$ cat src/rtl/intc_pkg.sv
package intc_pkg;
    localparam int NSRC      = 64;
    localparam int WORD      = 32;
    localparam int PRIO_W    = 4;
    localparam int ADDR_W    = 7;
    localparam int MASK_W    = 5;
    localparam int ID_W      = $clog2(NSRC);
    localparam int NPRIO_REG = NSRC * PRIO_W / WORD;
    localparam int HALF      = WORD / 2;

    localparam logic [ADDR_W-1:0] A_CTL    = 7'h00;
    localparam logic [ADDR_W-1:0] A_THR    = 7'h04;
    localparam logic [ADDR_W-1:0] A_ENSET  = 7'h08;
    localparam logic [ADDR_W-1:0] A_ENCLR  = 7'h0C;
    localparam logic [ADDR_W-1:0] A_ENHI   = 7'h10;
    localparam logic [ADDR_W-1:0] A_ENLO   = 7'h14;
    localparam logic [ADDR_W-1:0] A_TYHI   = 7'h18;
    localparam logic [ADDR_W-1:0] A_TYLO   = 7'h1C;
    localparam logic [ADDR_W-1:0] A_PRIO0  = 7'h20;
    localparam logic [ADDR_W-1:0] A_NVEC   = 7'h40;
    localparam logic [ADDR_W-1:0] A_FVEC   = 7'h44;
    localparam logic [ADDR_W-1:0] A_RAWHI  = 7'h48;
    localparam logic [ADDR_W-1:0] A_RAWLO  = 7'h4C;
    localparam logic [ADDR_W-1:0] A_FRCHI  = 7'h50;
    localparam logic [ADDR_W-1:0] A_FRCLO  = 7'h54;
    localparam logic [ADDR_W-1:0] A_NPHI   = 7'h58;
    localparam logic [ADDR_W-1:0] A_NPLO   = 7'h5C;
    localparam logic [ADDR_W-1:0] A_FPHI   = 7'h60;
    localparam logic [ADDR_W-1:0] A_FPLO   = 7'h64;

    localparam logic [HALF-1:0]   NO_VEC   = '1;
    localparam logic [MASK_W-1:0] THR_RST  = '1;

    typedef struct packed {
        logic              valid;
        logic [ID_W-1:0]   id;
        logic [PRIO_W-1:0] lvl;
    } win_t;

    // priority window lies between the first priority slot and the vector registers
    function automatic logic is_prio_addr(input logic [ADDR_W-1:0] a);
        return (a >= A_PRIO0) && (a < A_NVEC) && (a[1:0] == 2'b00);
    endfunction

    // slots are laid out highest register first
    function automatic logic [2:0] prio_slot(input logic [ADDR_W-1:0] a);
        logic [ADDR_W-1:0] d;
        d = a - A_PRIO0;
        return 3'(NPRIO_REG - 1) - d[4:2];
    endfunction

    function automatic logic [WORD-1:0] vec_word(input win_t w);
        if (w.valid)
            return {HALF'(w.id), HALF'(w.lvl)};
        return {NO_VEC, {HALF{1'b0}}};
    endfunction
endpackage

$ cat src/rtl/intc_regfile.sv
module intc_regfile
    import intc_pkg::*;
(
    input  logic                     clk,
    input  logic                     rst,
    input  logic                     we,
    input  logic [ADDR_W-1:0]        addr,
    input  logic [WORD-1:0]          wdata,
    output logic [WORD-1:0]          ctl_q,
    output logic [MASK_W-1:0]        thr_q,
    output logic [NSRC-1:0]          en_q,
    output logic [NSRC-1:0]          typ_q,
    output logic [NSRC-1:0]          frc_q,
    output logic [NSRC*PRIO_W-1:0]   prio_q
);
    logic num_ok;
    assign num_ok = (wdata < WORD'(NSRC));

    always_ff @(posedge clk) begin
        if (rst) begin
            ctl_q  <= '0;
            thr_q  <= THR_RST;
            en_q   <= '0;
            typ_q  <= '0;
            frc_q  <= '0;
            prio_q <= '0;
        end else if (we) begin
            case (addr)
                A_CTL:   ctl_q <= wdata;
                A_THR:   thr_q <= wdata[MASK_W-1:0];
                A_ENSET: if (num_ok) en_q[wdata[ID_W-1:0]] <= 1'b1;
                A_ENCLR: if (num_ok) en_q[wdata[ID_W-1:0]] <= 1'b0;
                A_ENHI:  en_q[NSRC-1:WORD]  <= wdata;
                A_ENLO:  en_q[WORD-1:0]     <= wdata;
                A_TYHI:  typ_q[NSRC-1:WORD] <= wdata;
                A_TYLO:  typ_q[WORD-1:0]    <= wdata;
                A_FRCHI: frc_q[NSRC-1:WORD] <= wdata;
                A_FRCLO: frc_q[WORD-1:0]    <= wdata;
                default: begin
                    if (is_prio_addr(addr))
                        prio_q[WORD*int'(prio_slot(addr)) +: WORD] <= wdata;
                end
            endcase
        end
    end
endmodule

$ cat src/rtl/intc_arb.sv
module intc_arb #(
    parameter int N  = 64,
    parameter int PW = 4
) (
    input  logic [N-1:0]    req,
    input  logic [N*PW-1:0] lvl,
    output logic            valid,
    output logic [$clog2(N)-1:0] id,
    output logic [PW-1:0]   best
);
    localparam int IDW   = $clog2(N);
    localparam int NODES = 2 * N;

    logic           leaf_v [N];
    logic [PW-1:0]  leaf_l [N];

    for (genvar i = 0; i < N; i++) begin : g_leaf
        assign leaf_v[i] = req[i];
        assign leaf_l[i] = lvl[i*PW +: PW];
    end

    logic           nv  [1:NODES-1];
    logic [IDW-1:0] nid [1:NODES-1];
    logic [PW-1:0]  nl  [1:NODES-1];

    // heap-ordered tree: node k has children 2k (lower numbers) and 2k+1
    always_comb begin
        logic take_hi;
        for (int i = 0; i < N; i++) begin
            nv[N+i]  = leaf_v[i];
            nid[N+i] = IDW'(i);
            nl[N+i]  = leaf_l[i];
        end
        for (int k = N - 1; k >= 1; k--) begin
            take_hi = nv[2*k+1] && (!nv[2*k] || (nl[2*k+1] >= nl[2*k]));
            nv[k]   = nv[2*k] || nv[2*k+1];
            nid[k]  = take_hi ? nid[2*k+1] : nid[2*k];
            nl[k]   = take_hi ? nl[2*k+1]  : nl[2*k];
        end
    end

    assign valid = nv[1];
    assign id    = nid[1];
    assign best  = nl[1];
endmodule

$ cat src/rtl/intc_top.sv
module intc_top
    import intc_pkg::*;
(
    input  logic              clk,
    input  logic              rst,
    input  logic [63:0]       src,
    input  logic [6:0]        bus_addr,
    input  logic [31:0]       bus_wdata,
    input  logic              bus_we,
    input  logic              bus_re,
    output logic [31:0]       bus_rdata,
    output logic              nirq,
    output logic              firq
);
    logic [WORD-1:0]        ctl_q;
    logic [MASK_W-1:0]      thr_q;
    logic [NSRC-1:0]        en_q, typ_q, frc_q;
    logic [NSRC*PRIO_W-1:0] prio_q;

    intc_regfile u_regs (
        .clk    (clk),
        .rst    (rst),
        .we     (bus_we),
        .addr   (bus_addr),
        .wdata  (bus_wdata),
        .ctl_q  (ctl_q),
        .thr_q  (thr_q),
        .en_q   (en_q),
        .typ_q  (typ_q),
        .frc_q  (frc_q),
        .prio_q (prio_q)
    );

    logic [NSRC-1:0] active, npend, fpend, elig;
    assign active = (src | frc_q) & en_q;
    assign npend  = active & ~typ_q;
    assign fpend  = active & typ_q;

    for (genvar i = 0; i < NSRC; i++) begin : g_gate
        assign elig[i] = npend[i] &&
                         (MASK_W'(prio_q[i*PRIO_W +: PRIO_W]) > thr_q);
    end

    win_t nwin, fwin;

    intc_arb #(.N(NSRC), .PW(PRIO_W)) u_narb (
        .req   (elig),
        .lvl   (prio_q),
        .valid (nwin.valid),
        .id    (nwin.id),
        .best  (nwin.lvl)
    );

    // equal levels everywhere: the tie rule picks the highest number
    intc_arb #(.N(NSRC), .PW(PRIO_W)) u_farb (
        .req   (fpend),
        .lvl   ({(NSRC*PRIO_W){1'b0}}),
        .valid (fwin.valid),
        .id    (fwin.id),
        .best  (fwin.lvl)
    );

    logic [WORD-1:0] nvec_word, fvec_word;
    assign nvec_word = vec_word(nwin);
    assign fvec_word = vec_word('{valid: fwin.valid, id: fwin.id, lvl: '0});

    assign nirq = nwin.valid;
    assign firq = |fpend;

    always_comb begin
        bus_rdata = '0;
        if (bus_re) begin
            case (bus_addr)
                A_CTL:   bus_rdata = ctl_q;
                A_THR:   bus_rdata = WORD'(thr_q);
                A_ENHI:  bus_rdata = en_q[NSRC-1:WORD];
                A_ENLO:  bus_rdata = en_q[WORD-1:0];
                A_TYHI:  bus_rdata = typ_q[NSRC-1:WORD];
                A_TYLO:  bus_rdata = typ_q[WORD-1:0];
                A_NVEC:  bus_rdata = nvec_word;
                A_FVEC:  bus_rdata = fvec_word;
                A_RAWHI: bus_rdata = src[NSRC-1:WORD];
                A_RAWLO: bus_rdata = src[WORD-1:0];
                A_FRCHI: bus_rdata = frc_q[NSRC-1:WORD];
                A_FRCLO: bus_rdata = frc_q[WORD-1:0];
                A_NPHI:  bus_rdata = npend[NSRC-1:WORD];
                A_NPLO:  bus_rdata = npend[WORD-1:0];
                A_FPHI:  bus_rdata = fpend[NSRC-1:WORD];
                A_FPLO:  bus_rdata = fpend[WORD-1:0];
                default: begin
                    if (is_prio_addr(bus_addr))
                        bus_rdata = prio_q[WORD*int'(prio_slot(bus_addr)) +: WORD];
                end
            endcase
        end
    end
endmodule

$ cat config.mk
export PLATFORM = sky130hd
export DESIGN_NAME = intc_top
export DESIGN_NICKNAME = d
export VERILOG_FILES = /design/src/rtl/intc_pkg.sv /design/src/rtl/intc_regfile.sv /design/src/rtl/intc_arb.sv /design/src/rtl/intc_top.sv
export SDC_FILE = /design/constraint.sdc
export NUM_CORES = 2
export LEC_CHECK = 0
export ABC_AREA = 1
export ABC_CLOCK_PERIOD_IN_PS = 31600
export BUFFER_PORTS_ARGS = -buffer_cell sky130_fd_sc_hd__buf_4
export CAP_MARGIN = 20
export CORE_MARGIN = 2
export CORE_UTILIZATION = 35
export CTS_CLUSTER_DIAMETER = 80
export DETAILED_ROUTE_END_ITERATION = 8
export PLACE_DENSITY_LB_ADDON = 0.08
export SYNTH_ARGS = -nofsm -noshare
export SYNTH_HDL_FRONTEND = slang
export SYNTH_SLANG_ARGS = --single-unit
$ cat constraint.sdc
create_clock -name clk -period 31.6 [get_ports clk]
set_input_delay 1.58 -clock clk [delete_from_list [all_inputs] [get_ports clk]]
set_output_delay 1.58 -clock clk [all_outputs]
set_load 0.03 [all_outputs]
# After elaboration in Yosys (flattened, before gate mapping)
# Index checks and enable logic that the tools add are counted.
dict set report totals {
  ff_bits 485
  input_bits 107
  out_inout_bits 34
  elab_cells 777
}
dict set report op_classes {
  addsub 3
  order_cmp 132
  eq_ne 19
  shift 3
  n_mux 205
  bitwise 9
  n_reduce_logical 397
}
# op count
set ops {}
lappend ops {{32-bit case mux with 16 select lines} 1}
lappend ops {{6-bit 2-to-1 mux} 62}
lappend ops {{4-bit by 5-bit greater-than comparator with 1-bit output} 64}
lappend ops {{64-bit bitwise AND} 4}
lappend ops {{256-bit bitwise mux} 1}
lappend ops {{32-bit by 33-bit variable shift with 256-bit output (first input constant)} 1}
lappend ops {{256-bit by 9-bit indexed part select with 32-bit output} 1}
lappend ops {{32-bit by 33-bit indexed part select with 256-bit output} 1}
lappend ops {{4-bit >= comparator} 63}
lappend ops {{4-bit 2-to-1 mux} 63}
lappend ops {{32-bit 2-to-1 mux} 6}
lappend ops {{32-bit case mux with 3 select lines} 2}
lappend ops {{1-bit logical OR} 189}
lappend ops {{1-bit logical AND} 130}
lappend ops {{64-bit 2-to-1 mux} 2}
lappend ops {{64-bit NOT} 2}
lappend ops {{64-bit bitwise OR} 2}
lappend ops {{7-bit equality test (second input constant)} 10}
lappend ops {{1-bit 2-to-1 mux} 67}
lappend ops {{64-bit OR reduction} 1}
lappend ops {{1-bit zero test} 63}
lappend ops {{8-bit negator with 33-bit output} 1}
lappend ops {{32-bit by 7-bit less-than comparator with 1-bit output (second input constant)} 1}
lappend ops {{7-bit by 5-bit equality test with 1-bit output (second input constant)} 4}
lappend ops {{18 further kinds} 27}

# Logic depth before layout (Yosys ltp)
dict set report logic_depth {
  depth_word 32
  ltp_mapped 72
  depth_no_buf 72
}

# By module
# Synthesis repeated with hierarchy kept, for this count alone.
dict set report hier_totals {
  cells_unflattened 9032
  hier_area_um2 54145.7
}
# module n_inst cells_per_inst area_per_inst_um2 seq_area_each_um2
set modules_own_cells {}
lappend modules_own_cells {intc_regfile 1 2610 19468.7 9709.3}
lappend modules_own_cells {intc_top 1 2841 14392.6 0.0}
lappend modules_own_cells {{intc_arb at u_farb} 1 1795 10143.5 0.0}
lappend modules_own_cells {{intc_arb at u_narb} 1 1786 10141.0 0.0}

# Worst setup path after synthesis
# OpenSTA, ideal clock, no wires.
dict set report synth_path {
  path_type {register -> output}
  from {reg u_regs.thr_q[0]}
  to {out bus_rdata[20]}
  arrival_time_ns 9.932
  setup_slack_ns 20.088
  stages_incl_launch_ff 58
  path_buffers 0
  cell_sequence {dfxtp_1 ha_1 nand4_1 nand3_1 nor2_1 nand2_1 o21ai_4 nor2_1 a21oi_1 ha_1 a21boi_0 o21a_1 o21ai_0 nand3b_1 nand2_1 nand2_1 o21ai_1 inv_1 [... 22 more ...] o21ai_0 or3b_1 nand2_2 inv_2 nand3_1 nand2_1 ha_1 o21a_1 o21a_1 o21ai_0 nand3b_2 nand2_4 inv_2 nor2_2 inv_1 a21oi_1 o21ai_1 a21oi_1}
}
dict set report synth_between {
  elab_chain_cells 30
  word_cells_on_any_way 493
  cone_classes {order compare: 95; mux: 82; reduce/logical: 316}
}
# item line_no
set synth_lines {}
lappend synth_lines {{start, declared} intc_regfile.sv:10} ;# output logic [MASK_W-1:0] thr_q,
lappend synth_lines {{start signal, assigned} intc_regfile.sv:30} ;# A_THR: thr_q <= wdata[MASK_W-1:0];
lappend synth_lines {{4-bit by 5-bit greater-than comparator with 1-bit output} intc_top.sv:41} ;# (MASK_W'(prio_q[i*PRIO_W +: PRIO_W]) > thr_q);
lappend synth_lines {{1-bit logical AND} intc_top.sv:40} ;# assign elig[i] = npend[i] &&
lappend synth_lines {{1-bit zero test} intc_arb.sv:35} ;# take_hi = nv[2*k+1] && (!nv[2*k] || (nl[2*k+1] >= nl[2*k]));
lappend synth_lines {{1-bit logical OR} intc_arb.sv:35}
lappend synth_lines {{1-bit logical AND} intc_arb.sv:35}
lappend synth_lines {{4-bit 2-to-1 mux} intc_arb.sv:38} ;# nl[k] = take_hi ? nl[2*k+1] : nl[2*k];
lappend synth_lines {{4-bit >= comparator} intc_arb.sv:35}
lappend synth_lines {{1-bit logical OR} intc_arb.sv:35}
lappend synth_lines {{[... 14 more ...]} n/a}
lappend synth_lines {{4-bit >= comparator} intc_arb.sv:35}
lappend synth_lines {{1-bit logical OR} intc_arb.sv:35}
lappend synth_lines {{1-bit logical AND} intc_arb.sv:35}
lappend synth_lines {{6-bit 2-to-1 mux} intc_arb.sv:37} ;# nid[k] = take_hi ? nid[2*k+1] : nid[2*k];
lappend synth_lines {{32-bit 2-to-1 mux} intc_pkg.sv:53} ;# if (w.valid)
lappend synth_lines {{32-bit 2-to-1 mux (*)} intc_pkg.sv:55} ;# return {NO_VEC, {HALF{1'b0}}};
lappend synth_lines {{32-bit case mux with 16 select lines (*)} intc_top.sv:73} ;# case (bus_addr)
lappend synth_lines {{32-bit 2-to-1 mux (*)} intc_top.sv:72} ;# if (bus_re) begin
lappend synth_lines {{end, declared} intc_top.sv:11} ;# output logic [31:0] bus_rdata,
# Every way passes the cells marked *; elsewhere a longest branch is shown, timed or not. The select of a mux whose other input is x is not followed.

# Worst setup path in the final report
dict set report layout_path {
  from {reg u_regs.thr_q[1]}
  to {out bus_rdata[20]}
}
# Same word-level chain as after synthesis.

==> metrics.md <==
| Metric | Value |
|---|---|
| Outcome | finished clean |
| Setup Crit Path Kind | reg -> out |
| Yosys warning count | 0 |
| H-tree Lvls | 3 |
| Syn_area_per_cell | 6.63 um^2 |
| DRT Pass-1 Iters | 6 |
| FP Rows | 127 |
| Final Power | 1.59 mW |
| Post-synthesis cell area | 0.0422 mm^2 |
| Synthesis-stage register bit count | 485 |
| Worst Slack Setup Final | 17.23 ns |
| CTS Buf Count | 68 |
| Worst VDD drop | 0.0341 mV |
| Sequential Area | 0.00971 mm^2 |
| Root Driver | clkbuf_16 |
| Clock latency on the worst-skew pair | 0.65 ns |
| Slowest library cell on the worst path | buf_4 |
| Max Buffers Root-to-Sink | 3 |
| Drc violations | 0 |
| Drt total wl | 229000 um |
| Async S/R FF share, synth | 0% |
| Most common cell on crit path | nand2_1 |
| Met2 WL post-DR | 98900 um |
| Metal-1 WL | 95500 um |
| Final GP Congestion | 1.02 |
| Worst slew margin | 18.5% |
| WP data required | 30.02 ns |
| Max incr delay on CP | 0.63 ns |
| Design area | 0.0472 mm^2 |
| Initial Util | 35.2% |
| Sequential share of the synthesized area | 23.0% |
| Clock skew | 0 ns |
| Tcrit/Tclk final | 45.5% |
| Hold WC Path Type | reg -> reg |
| DP Area | 0.0449 mm^2 |
| Vias per std cell | 5.93 |
| Max-cap violations | 0 |
| Layout cells sized above 1 | 8.98% |
| Core area | 0.120 mm^2 |
| Reg clk slew, reported paths | 0.06 ns |
| Vias in the first global route | 43736 |
| # resized after CTS | 0 |
| Number of flops mapped to enable cells by yosys | 0 |
| Area of the multi-input gates | 0.0282 mm^2 |
| # hold bufs at CTS | 0 |
| Nets | 6980 |
| Initial antenna violation count | 24 |
| Global route total overflow | 0 |
| CP max FO | 36 |
| Slew Limit Fails | 0 |
| Met3 WL post-DR | 20900 um |
| Crit path buf inv count | 15 |
| Final setup viols | 0 |
| Largest net degree at the start of global routing | 164 |
| Min cycle time layout | 14.37 ns |
| Post-Place Setup Slack | 17.85 ns |
| Synth top area share | 23.0% |
| Die Wd | 351 um |
| Static leakage | 20.4 nW |
| Die Span Y | 351 um |
| DR WL/cell | 28.5 um |
| Die footprint | 0.123 mm^2 |
| Setup Fix Bufs, Post-CTS | 0 |
| Setup TNS Final | 0 ns |
| Top cell family by delay on the critical path | compound AO/OA/AOI/OAI gates |
| Tightest Pin Transition | 1.22 ns |
| Area growth from synthesis to layout | 12.0% |
| Top Layer Used | met5 |
| Worst setup SP type | register |
| IO Port Bufs | 140 |
| Synth top area cells | dfxtp_1 23%, ha_1 15%, o21ai_0 9.2% |
| Fin. Hold Viols | 0 |
| Dpl hpwl | 172000 um |
| Ys flop type | dfxtp_1 |
| Fmax | 0.0696 GHz |
| I/O Pins | 141 |
| Via count | 47603 |
| Post-Syn Nets | 6974 |
| Power density over the cells | 33.7 mW/mm^2 |
| CP Capture Type | output port |
| CTS tree | yes |
| Synth Instances | 6360 |
| First DRT Iteration DRCs | 5640 |
| Yosys top cell by area | dfxtp_1 |
| GR Util All Layers | 36.1% |
| Clk sinks | 485 |
| Antenna-violating nets left | 0 |
| RSZ-0062 raised after global routing | no |
| Netlist cell types | 63 |
| Fillers | 12853 |
| First-pass GRT wire length | 321000 um |
| Crit path DAT | 12.79 ns |
## metrics by stage
stage          cells  utilization, %  hold slack [ns]
2_1_floorplan   6360               -            0.439
3_3_place_gp    7899            37.5            0.457
3_5_place_dp    7900            37.5            0.465
4_1_cts         8019            39.4            0.473
5_1_grt         8029            39.5            0.494
6_report        8031            39.5            0.477
## logic make-up after synthesis
| logic type | synth area share [%] |
|---|---|
| buf+inv | 10.4 |
| flops | 23.0 |
| compound gates | 29.3 |
| fa+ha+maj | 15.0 |
| simple gates | 22.2 |
## worst register-to-register path: stages, from the launching register on
cell      delay, ns
dfxtp_1        0.31
clkinv_2       0.25
buf_4          0.61
o211ai_1       0.18
## flip-flops by register name (all words and copies together), names as in the netlist
name / count
u_regs.ctl_q: 32
u_regs.en_q: 64
u_regs.frc_q: 64
u_regs.prio_q: 256
u_regs.thr_q: 5
u_regs.typ_q: 64
## area by class of cell
class / count / share of cell area, %
inverters: 821 / 6.56
clock buffers: 101 / 4.25
repair buffers: 252 / 4.04
flip-flops and latches: 485 / 20.6
clock inverters: 18 / 0.503
diodes: 4 / 0.0212
well taps: 1612 / 4.27
multi-input cells: 4738 / 59.8
## placed cells by master, fill, tap and decap left out, types with 36 or more instances in the layout
cell type	synthesis	routed
nand2_2	37	38
a21oi_1	618	618
dfxtp_1	485	484
a21boi_0	53	53
o21ai_0	778	778
nand2_1	881	880
nand3_1	345	345
o21bai_1	36	36
nand4_1	62	62
buf_4	2	243
nor3_1	75	68
nor2_1	571	551
o21a_1	77	77
a211oi_1	154	154
clkbuf_16	0	71
o211ai_1	39	39
o22ai_1	62	62
inv_1	773	766
a31oi_1	76	76
ha_1	507	506
a221oi_1	59	59
## routing by layer
metal  vias to the layer above  global-route usage, %
met5                         -                      0
met3                       548                   7.68
met4                        24                   18.8
met1                     22669                   47.0
met2                      2314                   56.0
li1                      22048                      -
## power by group
group          switching, mW  leakage (nW)  internal, mW
combinational          0.134          15.4        0.0386
sequential           0.00294          3.91         0.614
clock                  0.326          1.09         0.474
## final timing paths
kind	cells after the start	end	slack (ns)	startpoint
max	66	bus_rdata[20]	17.23	u_regs.thr_q[1]
min	2	u_regs.frc_q[60]	0.48	u_regs.frc_q[60]
max reg2reg	3	u_regs.thr_q[2]	30.09	u_regs.thr_q[2]
min reg2reg	2	u_regs.frc_q[60]	0.48	u_regs.frc_q[60]
## Yosys cell counts, types with 26 or more instances
| cell | count |
|---|---|
| nor3_1 | 75 |
| nand3_1 | 345 |
| inv_2 | 26 |
| nand4_1 | 62 |
| nand2_2 | 37 |
| a211oi_1 | 154 |
| a21boi_0 | 53 |
| a21oi_1 | 618 |
| o21ai_0 | 778 |
| nand3b_1 | 29 |
| a31oi_1 | 76 |
| ha_1 | 507 |
| clkbuf_1 | 287 |
| o211ai_1 | 39 |
| inv_1 | 773 |
| dfxtp_1 | 485 |
| nand2_1 | 881 |
| nor2_1 | 571 |
| o22ai_1 | 62 |
| a221oi_1 | 59 |
| o21a_1 | 77 |
| o21bai_1 | 36 |
| o21ai_1 | 26 |
(Power assumes the default switching activity.)
